==> src/rtl/irq_rf_pkg.sv <==
package irq_rf_pkg;

   localparam int unsigned WORD_W = 32;
   localparam int unsigned VEC_W  = 8;
   localparam int unsigned DLV_W  = 3;
   localparam int unsigned DEST_W = 8;

   // bit positions inside the low / high word of an entry
   localparam int unsigned VEC_LSB    = 0;
   localparam int unsigned DLV_LSB    = 8;
   localparam int unsigned DMODE_BIT  = 11;
   localparam int unsigned POL_BIT    = 13;
   localparam int unsigned TRIG_BIT   = 15;
   localparam int unsigned MASK_BIT   = 16;
   localparam int unsigned DEST_LSB   = 24;
   localparam int unsigned MAXENT_LSB = 16;

   typedef struct packed {
      logic             mask;
      logic             trig;
      logic             pol;
      logic             dmode;
      logic [DLV_W-1:0] dlv;
      logic [VEC_W-1:0] vec;
   } lo_fields_t;

   typedef enum logic {
      SEL_POINTER = 1'b0,
      SEL_WINDOW  = 1'b1
   } host_sel_e;

   function automatic lo_fields_t lo_unpack(input logic [WORD_W-1:0] w);
      lo_fields_t f;
      f.vec   = w[VEC_LSB +: VEC_W];
      f.dlv   = w[DLV_LSB +: DLV_W];
      f.dmode = w[DMODE_BIT];
      f.pol   = w[POL_BIT];
      f.trig  = w[TRIG_BIT];
      f.mask  = w[MASK_BIT];
      return f;
   endfunction

   function automatic logic [WORD_W-1:0] lo_pack(input lo_fields_t f);
      logic [WORD_W-1:0] w;
      w                    = '0;
      w[VEC_LSB +: VEC_W]  = f.vec;
      w[DLV_LSB +: DLV_W]  = f.dlv;
      w[DMODE_BIT]         = f.dmode;
      w[POL_BIT]           = f.pol;
      w[TRIG_BIT]          = f.trig;
      w[MASK_BIT]          = f.mask;
      return w;
   endfunction

endpackage

==> src/rtl/irq_rf_pointer.sv <==
module irq_rf_pointer
   import irq_rf_pkg::*;
#(
   parameter int unsigned OFS_W = 8
) (
   input  logic              clk,
   input  logic              rst_n,
   input  logic              wr_en,
   input  logic [OFS_W-1:0]  wr_ofs,
   output logic [OFS_W-1:0]  ptr_q
);

   always_ff @(posedge clk or negedge rst_n) begin
      if (!rst_n) begin
         ptr_q <= '0;
      end else if (wr_en) begin
         ptr_q <= wr_ofs;
      end
   end

endmodule

==> src/rtl/irq_rf_entry.sv <==
module irq_rf_entry
   import irq_rf_pkg::*;
#(
   parameter bit MASK_AT_RESET = 1'b1
) (
   input  logic               clk,
   input  logic               rst_n,
   input  logic               wr_lo,
   input  logic               wr_hi,
   input  logic [WORD_W-1:0]  wdata,
   output lo_fields_t         fld,
   output logic [DEST_W-1:0]  dest,
   output logic [WORD_W-1:0]  lo_word,
   output logic [WORD_W-1:0]  hi_word
);

   lo_fields_t        fld_q;
   logic [DEST_W-1:0] dest_q;

   always_ff @(posedge clk or negedge rst_n) begin
      if (!rst_n) begin
         fld_q      <= '0;
         fld_q.mask <= MASK_AT_RESET;
         dest_q     <= '0;
      end else begin
         if (wr_lo) begin
            fld_q <= lo_unpack(wdata);
         end
         if (wr_hi) begin
            dest_q <= wdata[DEST_LSB +: DEST_W];
         end
      end
   end

   // reserved low-word bits are not stored
   logic wdata_unused;
   assign wdata_unused = ^{wdata[DEST_LSB-1:MASK_BIT+1], wdata[TRIG_BIT-1], wdata[POL_BIT-1]};

   assign fld     = fld_q;
   assign dest    = dest_q;
   assign lo_word = lo_pack(fld_q);

   always_comb begin
      hi_word                      = '0;
      hi_word[DEST_LSB +: DEST_W]  = dest_q;
   end

endmodule

==> src/rtl/irq_rf_readmux.sv <==
module irq_rf_readmux
   import irq_rf_pkg::*;
#(
   parameter int unsigned NUM_ENTRIES = 24,
   parameter int unsigned OFS_W       = 8,
   parameter int unsigned TABLE_BASE  = 16,
   parameter int unsigned VER_OFFSET  = 1,
   parameter logic [7:0]  VERSION_ID  = 8'h11
) (
   input  logic                                  sel_window,
   input  logic [OFS_W-1:0]                      ptr,
   input  logic [NUM_ENTRIES-1:0][WORD_W-1:0]    lo_words,
   input  logic [NUM_ENTRIES-1:0][WORD_W-1:0]    hi_words,
   output logic [WORD_W-1:0]                     rdata
);

   typedef logic [OFS_W-1:0] ofs_t;

   localparam logic [WORD_W-1:0] ID_WORD =
      (WORD_W'(NUM_ENTRIES - 1) << MAXENT_LSB) | WORD_W'(VERSION_ID);

   always_comb begin
      rdata = '0;
      if (!sel_window) begin
         rdata[OFS_W-1:0] = ptr;
      end else if (ptr == ofs_t'(VER_OFFSET)) begin
         rdata = ID_WORD;
      end else begin
         for (int i = 0; i < int'(NUM_ENTRIES); i++) begin
            if (ptr == ofs_t'(TABLE_BASE + 2*i)) begin
               rdata = lo_words[i];
            end
            if (ptr == ofs_t'(TABLE_BASE + 2*i + 1)) begin
               rdata = hi_words[i];
            end
         end
      end
   end

endmodule

==> src/rtl/irq_route_regfile.sv <==
module irq_route_regfile
   import irq_rf_pkg::*;
#(
   parameter int unsigned NUM_ENTRIES   = 24,
   parameter int unsigned OFS_W         = 8,
   parameter int unsigned TABLE_BASE    = 16,
   parameter int unsigned VER_OFFSET    = 1,
   parameter logic [7:0]  VERSION_ID    = 8'h11,
   parameter bit          MASK_AT_RESET = 1'b1
) (
   input  logic                            clk,
   input  logic                            rst_n,
   input  logic                            host_wr,
   input  logic                            host_rd,
   input  logic                            host_sel_data,
   input  logic [WORD_W-1:0]               host_wdata,
   output logic [WORD_W-1:0]               host_rdata,
   output logic                            host_rvalid,
   output logic [NUM_ENTRIES*VEC_W-1:0]    ent_vector,
   output logic [NUM_ENTRIES*DLV_W-1:0]    ent_dlv_mode,
   output logic [NUM_ENTRIES-1:0]          ent_dst_logical,
   output logic [NUM_ENTRIES-1:0]          ent_pol_low,
   output logic [NUM_ENTRIES-1:0]          ent_trig_level,
   output logic [NUM_ENTRIES-1:0]          ent_mask,
   output logic [NUM_ENTRIES*DEST_W-1:0]   ent_dest
);

   typedef logic [OFS_W-1:0] ofs_t;

   localparam int unsigned TABLE_END = TABLE_BASE + 2*NUM_ENTRIES;

   // elaboration-time parameter checks
   if (NUM_ENTRIES < 1 || NUM_ENTRIES > 256) begin : g_bad_entries
      $error("irq_route_regfile: NUM_ENTRIES must lie in 1..256");
   end
   if (OFS_W > WORD_W || OFS_W < 2) begin : g_bad_ofs_w
      $error("irq_route_regfile: OFS_W must lie in 2..32");
   end
   if (TABLE_END > (1 << OFS_W)) begin : g_bad_span
      $error("irq_route_regfile: table does not fit in the offset space");
   end
   if (VER_OFFSET >= TABLE_BASE && VER_OFFSET < TABLE_END) begin : g_bad_ver
      $error("irq_route_regfile: identification offset overlaps the table");
   end

   // pointer register
   logic ptr_wr;
   ofs_t ptr_q;

   assign ptr_wr = host_wr && (host_sel_e'(host_sel_data) == SEL_POINTER);

   irq_rf_pointer #(
      .OFS_W (OFS_W)
   ) u_pointer (
      .clk    (clk),
      .rst_n  (rst_n),
      .wr_en  (ptr_wr),
      .wr_ofs (host_wdata[OFS_W-1:0]),
      .ptr_q  (ptr_q)
   );

   // entry storage
   logic                                 win_wr;
   logic [NUM_ENTRIES-1:0]               wr_lo;
   logic [NUM_ENTRIES-1:0]               wr_hi;
   logic [NUM_ENTRIES-1:0][WORD_W-1:0]   lo_words;
   logic [NUM_ENTRIES-1:0][WORD_W-1:0]   hi_words;
   lo_fields_t                           fld [NUM_ENTRIES];
   logic [DEST_W-1:0]                    dest [NUM_ENTRIES];

   assign win_wr = host_wr && (host_sel_e'(host_sel_data) == SEL_WINDOW);

   for (genvar i = 0; i < int'(NUM_ENTRIES); i++) begin : g_entry
      assign wr_lo[i] = win_wr && (ptr_q == ofs_t'(TABLE_BASE + 2*i));
      assign wr_hi[i] = win_wr && (ptr_q == ofs_t'(TABLE_BASE + 2*i + 1));

      irq_rf_entry #(
         .MASK_AT_RESET (MASK_AT_RESET)
      ) u_entry (
         .clk     (clk),
         .rst_n   (rst_n),
         .wr_lo   (wr_lo[i]),
         .wr_hi   (wr_hi[i]),
         .wdata   (host_wdata),
         .fld     (fld[i]),
         .dest    (dest[i]),
         .lo_word (lo_words[i]),
         .hi_word (hi_words[i])
      );

      assign ent_vector[i*VEC_W +: VEC_W]    = fld[i].vec;
      assign ent_dlv_mode[i*DLV_W +: DLV_W]  = fld[i].dlv;
      assign ent_dst_logical[i]              = fld[i].dmode;
      assign ent_pol_low[i]                  = fld[i].pol;
      assign ent_trig_level[i]               = fld[i].trig;
      assign ent_mask[i]                     = fld[i].mask;
      assign ent_dest[i*DEST_W +: DEST_W]    = dest[i];
   end

   // read path
   logic [WORD_W-1:0] rd_mux;

   irq_rf_readmux #(
      .NUM_ENTRIES (NUM_ENTRIES),
      .OFS_W       (OFS_W),
      .TABLE_BASE  (TABLE_BASE),
      .VER_OFFSET  (VER_OFFSET),
      .VERSION_ID  (VERSION_ID)
   ) u_readmux (
      .sel_window (host_sel_data),
      .ptr        (ptr_q),
      .lo_words   (lo_words),
      .hi_words   (hi_words),
      .rdata      (rd_mux)
   );

   always_ff @(posedge clk or negedge rst_n) begin
      if (!rst_n) begin
         host_rvalid <= 1'b0;
         host_rdata  <= '0;
      end else begin
         host_rvalid <= host_rd;
         if (host_rd) begin
            host_rdata <= rd_mux;
         end
      end
   end

endmodule

==> config.mk <==
export PLATFORM = sky130hd
export DESIGN_NAME = irq_route_regfile
export DESIGN_NICKNAME = d
export VERILOG_FILES = /design/src/rtl/irq_rf_pkg.sv /design/src/rtl/irq_rf_pointer.sv /design/src/rtl/irq_rf_entry.sv /design/src/rtl/irq_rf_readmux.sv /design/src/rtl/irq_route_regfile.sv
export SDC_FILE = /design/constraint.sdc
export NUM_CORES = 1
export LEC_CHECK = 0
export BUFFER_PORTS_ARGS = -buffer_cell sky130_fd_sc_hd__buf_4
export CORE_AREA = 2 2 244 246
export DETAILED_ROUTE_END_ITERATION = 12
export DIE_AREA = 0 0 246 248
export PLACE_DENSITY = 0.7
export SYNTH_ARGS = -nofsm -noshare
export SYNTH_HDL_FRONTEND = slang
export SYNTH_SLANG_ARGS = --single-unit
export TNS_END_PERCENT = 1
==> constraint.sdc <==
create_clock -name clk -period 4 [get_ports clk]
set_clock_uncertainty 0.15 [all_clocks]
set_input_delay 0.2 -clock clk [delete_from_list [all_inputs] [get_ports clk]]
set_output_delay 0.2 -clock clk [all_outputs]
set_load 0.1 [all_outputs]
==> results of run 1 <==
## state kept, by name, indices dropped and copies added (netlist names)
name	cells
host_rdata	24
g_entry.u_entry.dest	192
u_pointer.ptr_q	8
g_entry.u_entry.fld	360
host_rvalid	1
## final cells by class
type / instances / share of cell area
repair buffers: 699 / 0.1567
multi-input cells: 1266 / 0.3290
diodes: 3 / 0.0002145
clock buffers: 90 / 0.05499
clock inverters: 30 / 0.01015
flip-flops and latches: 585 / 0.4195
inverters: 17 / 0.001824
well taps: 773 / 0.02764
## report_power, final
group          total [mW]  switching, mW  internal [mW]
clock                6.38           2.59           3.79
sequential           6.88          0.497           6.38
combinational        5.78           4.58           1.19
## layout by cell type (no fill, tap or decap), types with 6 or more instances in the layout
cell / instances
buf_12: 13
dfstp_2: 24
mux2i_1: 111
clkbuf_8: 14
a221oi_1: 10
o22ai_1: 49
nand3_1: 14
nor2_1: 55
nand2_1: 47
a21oi_1: 41
nand2b_1: 8
a22oi_1: 62
nor3_1: 29
mux2_1: 57
bufinv_16: 6
clkbuf_16: 68
o21ai_0: 65
dlygate4sd3_1: 26
nor2_2: 21
clkinv_2: 13
nor2_4: 29
a222oi_1: 11
a22o_1: 27
dfrtp_1: 558
conb_1: 6
inv_1: 16
a211oi_1: 10
o221ai_1: 8
mux4_2: 17
a32oi_1: 7
buf_4: 659
mux2_2: 502
o21ai_1: 7
clkbuf_1: 8
## kinds of logic (layout without fill, tap and decap cells)
family / after synthesis / after routing / share of synthesized area
and+or+nand+nor: 259 / 259 / 0.05815
DFF: 585 / 585 / 0.5428
muxes: 687 / 687 / 0.2882
AOI/OAI and AO/OA: 314 / 314 / 0.07825
buffers and inverters: 183 / 836 / 0.03241
other: 1 / 9 / 0.0001388
## worst max-delay path by stage
stage                                 from                         end  cells past startpoint
5_1_grt                 u_pointer.ptr_q[2]   g_entry[3].u_entry.fld[2]                      5
3_3_place_gp            u_pointer.ptr_q[3]              host_rdata[16]                      7
4_1_cts                 u_pointer.ptr_q[3]              host_rdata[16]                      7
3_5_place_dp            u_pointer.ptr_q[4]  g_entry[17].u_entry.fld[6]                      4
2_1_floorplan  g_entry[17].u_entry.dest[7]              host_rdata[31]                      6
6_report                u_pointer.ptr_q[3]              host_rdata[29]                      6
## per-layer routing
layer | part of all wire | vias up | wire, um | global-route usage
met3 | 0.095 | 257 | 10240 | 0.09602
met2 | 0.49 | 1167 | 53130 | 0.5854
li1 | - | 8729 | - | -
met4 | 0.051 | 0 | 5517 | 0.1697
met1 | 0.36 | 11058 | 38990 | 0.4099
met5 | 0 | - | 0 | 0
## worst min-delay path, stage by stage
cell and delay, ps:
buf_4 150, nand2_1 80, nor2_2 120, mux2_2 250
==> metrics.txt, run 1 <==
share of layout cells above drive strength 1 0.5214; Slew Viols, Final 0; first-pass GRT wire length between 150000 and 200000 um; Num CTS Buffers between 60 and 70; largest net degree at the start of global routing 100; share of the yosys chip area belonging to registers 0.5428; I/O Buffers 606; Vias/cell around 6.1; Max Fanout on Critical Path 32; non-filler cells, final about 3500; Fillers 4660; area of the multi-input gates 11510 um^2; crit-path leading delay family compound AO/OA/AOI/OAI gates; dpl cell area around 32000 um^2; Async S/R FF share, synth 1.000; CP Capture Type flip-flop; status finished clean; number of global-route vias before repair between 20000 and 25000; min Tclk post-route 3233 ps; Syn Area/Cell roughly 13 um^2; Register-to-Register Path Depth 6; TritonCTS clock tree built; Hold Path Sink g_entry[23].u_entry.dest[7]; I/O Pins 622; startpoint class of the critical path flip-flop; Post-synth EDFFs 0; Synth top area share 0.5195; class of the worst hold path input pin to flip-flop; Worst Hold Margin 90.82 ps; CP Data Required Time around 4300 ps; worst skew pair latency a little over 600 ps; Place WS about 860 ps; slowest CP cell dfrtp_2; Post-synth top cells 561 x dfrtp_1, 502 x mux2_2, 111 x mux2i_1; Max-Cap Viols 0; top cells by area, synth dfrtp_1 52%, mux2_2 21%, mux2i_1 4.1%, mux2_1 2.4%, dfstp_2 2.3%; WP data arrival ~3500 ps; final worst path period share 0.8083; Placed Cells between 3000 and 4000; Final Cell Area about 35000 um^2; synthesized area around 27000 um^2; Routed Antenna Nets 0; most instantiated library cell after synthesis dfrtp_1; Slew HR 0.2625; Reg-to-Reg Start u_pointer.ptr_q[3]; CTS root buf clkbuf_16; Total GRT Usage 0.3474; Post-CTS Setup Bufs 0; CTS sink count about 590; Initial Util 0.4622; Netlist cell types 63; Final Wtd Congestion approximately 0.95; DRT Pass-1 Iters 6; die area between 60000 and 70000 um^2; Remaining DRCs 0; Syn. warnings 0; Cells after Synth a little over 2000; WL final about 110000 um; Reg2Reg Capture Point host_rdata[29]; Core Util, Final 0.5985; final hold vios 0; initial antenna violation count 3; vias after detailed routing about 21000; final setup vio count 0; CTS resizes 0; synthesized flop and latch total just under 600; WS Path Type flip-flop to flip-flop; setup TNS 0 ps; # rows 89; CTS H-tree lvls 3; Die Span Y approximately 250 um; Clock Tree Buf Depth 3; core area ~58000 um^2; register area around 15000 um^2; Power Dens Cells 544.0 nW/um^2; CTS clk-pin slew, worst paths approximately 60 ps; wire per inst roughly 31 um; worst vdd ir 0.3781 mV; Worst path max stage delay about 890 ps; Synth area leader dfrtp_1; setup ws final between 700 and 800 ps; unrepaired setup endpoints after global routing false; Most used DFF post-synth dfrtp_1; Iteration-0 DRC Markers roughly 1800; DPL Wire Length a little under 80000 um; Die W ~250 um; slew of the pin with the lowest slew margin roughly 1100 ps; PnR Total Power 19.04 mW; CP Cell Sequence and3b_1 > a22o_1 > a222oi_1 > nor2_1 > a211oi_1 > a32oi_1; nets@finish about 2700; leakage roughly 17 nW; Post-CTS Hold Buffers 26; min-delay src host_wr; Buf+Inv Stages, Crit Path 0; Max Clk Rate 309.3 MHz; Area growth, synth to finish 29.49%; worst hold stages 4; grt ovf 0; setup slack, reg-to-reg approximately 770 ps
(Power assumes the default switching activity.)
==> run 2, diff against run 1 <==
--- a/config.mk
+++ b/config.mk
@@ -6,10 +6,10 @@
 export NUM_CORES = 1
 export LEC_CHECK = 0
 export BUFFER_PORTS_ARGS = -buffer_cell sky130_fd_sc_hd__buf_4
-export CORE_AREA = 2 2 244 246
+export CORE_AREA = 2 2 239 241
 export DETAILED_ROUTE_END_ITERATION = 12
-export DIE_AREA = 0 0 246 248
-export PLACE_DENSITY = 0.7
+export DIE_AREA = 0 0 241 243
+export PLACE_DENSITY = 0.73
 export SYNTH_ARGS = -nofsm -noshare
 export SYNTH_HDL_FRONTEND = slang
 export SYNTH_SLANG_ARGS = --single-unit
==> constraint.sdc (replaced) <==
create_clock -name clk -period 3.15 [get_ports clk]
set_clock_uncertainty 0.15 [all_clocks]
set_input_delay 0.1575 -clock clk [delete_from_list [all_inputs] [get_ports clk]]
set_output_delay 0.1575 -clock clk [all_outputs]
set_load 0.1 [all_outputs]
==> metrics.txt, run 2 (synthesis results as in run 1) <==
Die W 241 um (-2.0%); Final Cell Area 35180 um^2 (+0.53%); share of layout cells above drive strength 1 0.5260 (+0.004646); Max Fanout on Critical Path 15 (-53%); final worst path period share 0.9318 (+0.1235); CTS sink count 585 (unchanged); slowest CP cell a222oi_1; nets@finish 2711 (+1.5%); Die Span Y 243 um (-2.0%); wire per inst 31.10 um (-0.17%); commonest cells after routing, fill and taps aside 697 x buf_4, 558 x dfrtp_1, 502 x mux2_2; Max Clk Rate 340.7 MHz (+10%); Fillers 4414 (-5.3%); Initial Util 0.4830 (+0.02075); Post-CTS Setup Bufs 0 (unchanged); Max-Cap Viols 0 (unchanged); Num CTS Buffers 61 (-7.6%); Area growth, synth to finish 30.17%; Remaining DRCs 0 (unchanged); Core Util, Final 0.6287 (+0.03017); crit-path leading delay family compound AO/OA/AOI/OAI gates; min Tclk post-route 2935 ps (-298.1 ps); DPL Wire Length 80400 um (+1.7%); core area 55950 um^2 (-4.3%); PnR Total Power 23.85 mW (+25%); largest net degree at the start of global routing 89 (-11%); slew of the pin with the lowest slew margin 898.0 ps (-208.3 ps); I/O Pins 622 (unchanged); setup TNS 0 ps (unchanged); final setup vio count 0 (unchanged); worst skew pair latency 630 ps (+20 ps); DRT Pass-1 Iters 8 (+2); non-filler cells, final 3483 (+0.58%); Worst Hold Margin 1.425 ps (-89.40 ps); commonest non-fill, non-tap cell in the layout buf_4; Worst path max stage delay 640 ps (-250 ps); CP Capture Type flip-flop; WL final 108300 um (+0.40%); startpoint class of the critical path flip-flop; vias after detailed routing 21354 (+0.67%); max reg flops 360 (unchanged); WP data arrival 3280 ps (-260 ps); leakage 17.21 nW (+0.94%); # rows 87 (-2.2%); final hold vios 0 (unchanged); Place WS 278.6 ps (-578.1 ps); dpl cell area 32730 um^2 (+0.87%); grt ovf 0 (unchanged); unrepaired setup endpoints after global routing false; CTS root buf clkbuf_16; CP Cell Sequence buf_4 > and3b_1 > buf_4 > a222oi_1 > a21oi_1 > nor3_1 > o22ai_1; TritonCTS clock tree built; initial antenna violation count 1 (-2); setup slack, reg-to-reg 210 ps (-550 ps); WS Path Type flip-flop to flip-flop; Placed Cells 3336 (+0.66%); setup ws final 214.9 ps (-551.9 ps); Clock Tree Buf Depth 3 (unchanged); Reg2Reg Capture Point host_rdata[28]; Reg-to-Reg Start u_pointer.ptr_q[3]; Total GRT Usage 0.3647 (+0.01730); die area 58560 um^2 (-4.0%); number of global-route vias before repair 21699 (+0.76%); class of the worst hold path input pin to asynchronous set/reset pin; Routed Antenna Nets 0 (unchanged); status finished clean; Iteration-0 DRC Markers 1715 (-6.8%); CTS resizes 0 (unchanged); Register-to-Register Path Depth 7 (+1); CTS H-tree lvls 2 (-1); CTS clk-pin slew, worst paths 70 ps (about the same); worst vdd ir 0.5571 mV (+47%); Buf+Inv Stages, Crit Path 2 (+2); Slew HR 0.4001 (+0.1376); I/O Buffers 606 (unchanged); Crit path top cell by count buf_4; Vias/cell 6.131 (about the same); first-pass GRT wire length 155000 um (+1.2%); Slew Viols, Final 0 (unchanged); Final Wtd Congestion 0.9551 (+0.40%); Power Dens Cells 678.0 nW/um^2 (+25%); CP Data Required Time 3490 ps (-810 ps)
[run 2: cell count changes in the layout (fill, tap and decap cells not counted), moves of 2 or more]
cell	change
clkbuf_16	-5
bufinv_16	+2
clkinv_2	+7
diode_2	-2
dlygate4sd3_1	+5
buf_4	+38
inv_6	-2
clkbuf_8	-3
[run 2: worst register-to-register path, delay by kind of cell, from the launching register on]
family	cells	cell delay, ps
AO/OA/AOI/OAI	3	940
buffers and inverters	2	540
flip-flops	1	620
AND/OR/NAND/NOR	2	530
[run 2: final cells by class]
class | count | area (um^2) | area share
Sequential cell | 585 | 14680 | 0.4172
Timing Repair Buffer | 743 | 5838 | 0.1660
Inverter | 17 | 63.81 | 0.001814
Clock buffer | 82 | 1758 | 0.04997
Tap cell | 756 | 945.9 | 0.02689
Clock inverter | 33 | 380.4 | 0.01081
Antenna cell | 1 | 2.502 | 0.00007114
Multi-Input combinational cell | 1266 | 11510 | 0.3272
[run 2: worst max-delay path by stage]
stage / from / to / slack, ps / cells after the start
2_1_floorplan: g_entry[17].u_entry.dest[7] / host_rdata[31] / 840 / 6
3_3_place_gp: u_pointer.ptr_q[1] / host_rdata[4] / 270 / 7
3_5_place_dp: u_pointer.ptr_q[1] / host_rdata[4] / 280 / 7
4_1_cts: u_pointer.ptr_q[1] / host_rdata[4] / 270 / 7
5_1_grt: u_pointer.ptr_q[3] / host_rdata[28] / 160 / 7
6_report: u_pointer.ptr_q[3] / host_rdata[28] / 210 / 7
[run 2: where the power goes]
group          switching, mW  internal, mW  total, mW  leakage [nW]
logic                   5.84          1.57       7.41          8.17
registers              0.648          8.11       8.75          7.98
clock network           3.13          4.56       7.69          1.07
[run 2: what timing repair did]
action	in CTS	in global routing
hold endpoints to repair	744	0
endpoints found under the setup margin	0	0
hold buffers	31	0
[run 2: routing by layer]
layer	wire [um]	share of wire	GRT usage	vias up
met5	0	0	0	-
met4	5806	0.054	0.1739	0
met3	10690	0.099	0.1052	289
met2	52440	0.48	0.6018	1155
met1	39380	0.36	0.4373	11114
li1	-	-	-	8796
